**config.mk**
```make
export PLATFORM = sky130hd
export DESIGN_NAME = gf_exp_pipe
export DESIGN_NICKNAME = d
export VERILOG_FILES = /design/src/rtl/gf_exp_pipe.sv
export SDC_FILE = /design/constraint.sdc
export NUM_CORES = 1
export LEC_CHECK = 0
export BUFFER_PORTS_ARGS = -buffer_cell sky130_fd_sc_hd__buf_4
export CORE_MARGIN = 5
export CORE_UTILIZATION = 30
export CTS_BUF_LIST = sky130_fd_sc_hd__clkbuf_16
export CTS_CLUSTER_DIAMETER = 120
export DETAILED_ROUTE_END_ITERATION = 12
export GPL_TIMING_DRIVEN = 0
export PLACE_DENSITY = 0.53
export SLEW_MARGIN = 20
export SYNTH_ARGS = -nofsm -noshare
export SYNTH_HDL_FRONTEND = slang
export SYNTH_SLANG_ARGS = --single-unit
```
**constraint.sdc**
```tcl
create_clock -name clk -period 2.4 [get_ports clk]
set_input_delay 0.6 -clock clk [delete_from_list [all_inputs] [get_ports clk]]
set_output_delay 0.6 -clock clk [all_outputs]
set_load 0.05 [all_outputs]
```
**src/rtl/gf_exp_pipe.sv**
```systemverilog
module gf_exp_pipe #(
  parameter int M    = 8,
  parameter int POLY = 'h1B
) (
  input  logic         clk,
  input  logic         rst,
  input  logic         in_valid,
  input  logic [M-1:0] in_a,
  input  logic [M-1:0] in_e,
  output logic         out_valid,
  output logic [M-1:0] out_res
);
  localparam int L  = M * (M - 1);
  localparam int FW = $clog2(L + 1);
  localparam logic [M-1:0] PL  = POLY[M-1:0];
  localparam logic [M-1:0] ONE = {{(M-1){1'b0}}, 1'b1};

  typedef struct packed {
    logic         v;
    logic [M-1:0] a;
    logic [M-1:0] e;
    logic [M-1:0] r;
    logic [M-1:0] acc;
  } lvl_t;

  lvl_t src [0:L-1];
  lvl_t d   [1:L];
  lvl_t q   [1:L];

  function automatic logic [M-1:0] xt(input logic [M-1:0] x);
    return {x[M-2:0], 1'b0} ^ (x[M-1] ? PL : '0);
  endfunction

  function automatic logic [M-1:0] gmul(input logic [M-1:0] x, input logic [M-1:0] y);
    logic [M-1:0] p;
    p = '0;
    for (int b = M - 1; b >= 0; b--) p = xt(p) ^ (y[b] ? x : '0);
    return p;
  endfunction

  always_comb begin
    src[0].v   = in_valid;
    src[0].a   = in_a;
    src[0].e   = in_e;
    src[0].r   = in_e[M-1] ? in_a : ONE;
    src[0].acc = '0;
    for (int i = 1; i < L; i++) src[i] = q[i];
    for (int i = 0; i < L; i++) begin
      int k;
      int j;
      logic [M-1:0] op;
      logic [M-1:0] sq;
      logic [M-1:0] base;
      logic [M-1:0] nacc;
      k    = i / M + 1;
      j    = i % M;
      op   = src[i].e[M-1-k] ? src[i].a : ONE;
      sq   = gmul(src[i].r, src[i].r);
      base = (j == 0) ? '0 : src[i].acc;
      nacc = xt(base) ^ (sq[M-1-j] ? op : '0);
      d[i+1]     = src[i];
      d[i+1].acc = nacc;
      if (j == M - 1) d[i+1].r = nacc;
    end
  end

  always_ff @(posedge clk) begin
    for (int i = 1; i <= L; i++) begin
      q[i]   <= d[i];
      q[i].v <= rst ? 1'b0 : d[i].v;
    end
  end

  assign out_valid = q[L].v;
  assign out_res   = q[L].r;

  logic [FW-1:0] fill;
  always_ff @(posedge clk) begin
    if (rst) fill <= '0;
    else if (fill != FW'(L)) fill <= fill + 1'b1;
  end

  assert_no_early_result_R8: assert property (@(posedge clk) disable iff (rst)
    out_valid |-> fill == FW'(L));

  assert_zero_exp_one_R5: assert property (@(posedge clk) disable iff (rst)
    (out_valid && q[L].e == '0) |-> out_res == ONE);

  assert_zero_base_R6: assert property (@(posedge clk) disable iff (rst)
    (out_valid && q[L].a == '0 && q[L].e != '0) |-> out_res == '0);

  assert_unit_exp_R7: assert property (@(posedge clk) disable iff (rst)
    (out_valid && q[L].e == ONE) |-> out_res == q[L].a);

  assert_unit_base_R9: assert property (@(posedge clk) disable iff (rst)
    (out_valid && q[L].a == ONE) |-> out_res == ONE);
endmodule

```
==> flow_summary.json <==
{
  "status": "finished, final reports clean",
  "synth_top_family_by_area": "XOR/XNOR gates",
  "critPathLaunchType": "flip-flop",
  "core_area_um2": 125600,
  "synth_seq_area_share": 0.7645,
  "rows": 130,
  "ys_types": 19,
  "clock_latency_ns": 0.74,
  "whs_ns": 0.08108,
  "syn_avg_cell_area_um2": 13.73,
  "synthesis.nets": 2780,
  "hold_viol": 0,
  "tritoncts": "built",
  "totalWireLength_um": 47260,
  "gr-usage-all-layers": 0.07488,
  "postSynthCellCount": 2761,
  "largest_register_ff_count": 1448,
  "hp-class": "in -> reg",
  "top_regs": "q (1448)",
  "viasPerCell": 3.575,
  "synth_area_um2": 37920,
  "drc": 0,
  "grt_max_degree": 17,
  "fp.dieArea_um2": 133600,
  "antenna_found_initial": 1,
  "area_delta_synth_final_pct": 18.55,
  "stdcell_area_um2": 44950,
  "ctsLongestPathBuffers": 3,
  "synth.most_common_cell": "dfxtp_1",
  "cp_max_fo": 1,
  "stdcell_count": 4718,
  "cts_sinks": 1448,
  "drive_gt1_frac": 0.08445,
  "initial_core_util": 0.3020,
  "finalCritPeriodShare": 0.8020,
  "ys_ff_latch": 1448,
  "ys_warn_count": 0,
  "async_flop_share": 0,
  "hpwl_um": 30620,
  "synth_adder_area_share": 0,
  "cts_buffers": 148,
  "portBuffers": 26,
  "synth_common_cells": "1448 x dfxtp_1, 379 x xnor2_1, 344 x nand2_1",
  "critPathArrivalTime_ns": 1.32,
  "vdd_drop_max_mv": 0.7063,
  "slew_headroom": 0.4708,
  "placed_area_um2": 40180,
  "root_buffer": "clkbuf_16",
  "synth_flop_cell": "dfxtp_1",
  "max-cap-violations": 0,
  "grt_pass1_vias": 17310,
  "fin_util": 0.3580,
  "synthSimpleGateAreaFrac": 0.06890,
  "finalPower_mw": 65.36,
  "place_ws_ns": 0.7430,
  "final-setup-viol-count": 0,
  "maxSlewViolCount": 0,
  "leakagePower_nw": 18.55,
  "cts_max_level": 4,
  "dieHeight_um": 365.5,
  "endpoint_kind": "output pin",
  "synth_top_area_share": 0.7645,
  "synth_compound_area_frac": 0.007788,
  "first_pass_iters": 4,
  "clk_pin_slew_ns": 0.06,
  "wl_per_cell_um": 10.02,
  "setup_slack_ns": 0.4752,
  "vias": 16867,
  "die_w_um": 365.5,
  "tightest_slew_ns": 0.7882,
  "io_pins": 28,
  "powerDensity_nw_per_um2": 1454,
  "clock.fmax_ghz": 0.5195,
  "synth_xor_area_frac": 0.1483,
  "fillers": 12223,
  "cts_resized": 0,
  "crit_type": "reg -> out",
  "layout_min_cycle_time_ns": 1.925,
  "synth_edf_count": 0,
  "finalSetupTns_ns": 0,
  "drt_iter0_drc": 474,
  "dp.cells": 4437,
  "antenna_left": 0,
  "grt_overflow": 0,
  "grt_pass1_wl_um": 81540,
  "regMostFlops": "q",
  "synthTopCellsByArea": "dfxtp_1 76%, xnor2_1 8.8%, xor2_1 4.8%",
  "crit_required_ns": 1.80,
  "grt_setup_unrepaired": "false",
  "finClkSkew_ns": 0.01778,
  "synthMuxAreaShare": 0,
  "gp_congestion": 0.6701,
  "fin_nets": 2971,
  "synth_top_cell_by_area": "dfxtp_1"
}
path summary, 6_finish.rpt:
check / start / end / slack [ns] / depth (start not counted)
min: in_valid / q[0][65]$_SDFF_PP0_ / 0.08 / 2
max: q[0][1861]$_DFF_P_ / out_res[5] / 0.48 / 2
max reg2reg: q[0][1200]$_DFF_P_ / q[0][1225]$_DFF_P_ / 0.87 / 4
min reg2reg: q[0][1660]$_DFF_P_ / q[0][1693]$_DFF_P_ / 0.31 / 0
cell usage in the layout (no fill, tap or decap):
| cell type | Yosys | layout |
|---|---|---|
| clkbuf_1 | 27 | 27 |
| o21ai_0 | 22 | 22 |
| and3_1 | 42 | 42 |
| inv_6 | 0 | 6 |
| clkinv_1 | 0 | 36 |
| xor2_1 | 209 | 209 |
| a21boi_0 | 6 | 6 |
| a21oi_1 | 28 | 28 |
| dlygate4sd3_1 | 0 | 15 |
| nor2b_1 | 56 | 56 |
| xnor2_1 | 379 | 379 |
| dfxtp_1 | 1448 | 1448 |
| buf_1 | 7 | 7 |
| bufinv_16 | 0 | 7 |
| buf_4 | 8 | 34 |
| clkinv_4 | 0 | 2 |
| nor2_1 | 51 | 51 |
| clkinvlp_4 | 0 | 4 |
| inv_16 | 0 | 2 |
| nand2_1 | 344 | 344 |
| inv_1 | 56 | 81 |
| clkinv_8 | 0 | 5 |
| nand2b_1 | 1 | 1 |
| inv_8 | 0 | 2 |
| clkbuf_16 | 0 | 149 |
| clkinv_16 | 0 | 3 |
| nor3b_1 | 2 | 2 |
| and2_1 | 33 | 33 |
| nor2b_4 | 21 | 21 |
| diode_2 | 0 | 1 |
| xnor3_1 | 21 | 21 |
| clkinv_2 | 0 | 24 |
report_power, final:
group          leakage [nW]  switching (mW)  internal [mW]
sequential             12.1            2.52           30.1
clock                  2.35            9.09           12.2
combinational          4.06            5.39           6.10
total                  18.6            17.0           48.3
critical path: stages (launching register included):
cell,delay [ns]
dfxtp_1,0.30
buf_4,0.12
buf_4,0.18
layout make-up:
type | instances | area [µm²] | share of cell area
sequential | 1448 | 28990 | 0.6449
multi-input combinational | 1215 | 8531 | 0.1898
clock buffer | 149 | 3729 | 0.08295
tap | 1650 | 2064 | 0.04593
clock inverter | 116 | 893.4 | 0.01987
timing repair buffer | 41 | 345.3 | 0.007682
inverter | 56 | 210.2 | 0.004676
buffer | 42 | 187.7 | 0.004175
antenna | 1 | 2.502 | 0.00005567
repair_timing:
item,4_1_cts,5_1_grt
hold endpoints to repair,15,0
hold buffers,15,0
buffers inserted,0,0
metal layers:
metal / GRT usage / part of all wire / vias up
li1: - / - / 8888
met3: 0.02633 / 0.047 / 134
met5: 0 / 0 / -
met2: 0.1318 / 0.50 / 210
met1: 0.07884 / 0.42 / 7635
met4: 0.03932 / 0.036 / 0
cells by family (layout without fill, tap and decap cells):
family / Yosys count / after routing
buffers and inverters: 98 / 404
AND/OR/NAND/NOR: 550 / 550
flip-flops: 1448 / 1448
AO/OA/AOI/OAI: 56 / 56
other: 0 / 1
XOR/XNOR: 609 / 609
No activity file was read; power rests on OpenSTA's default activity.
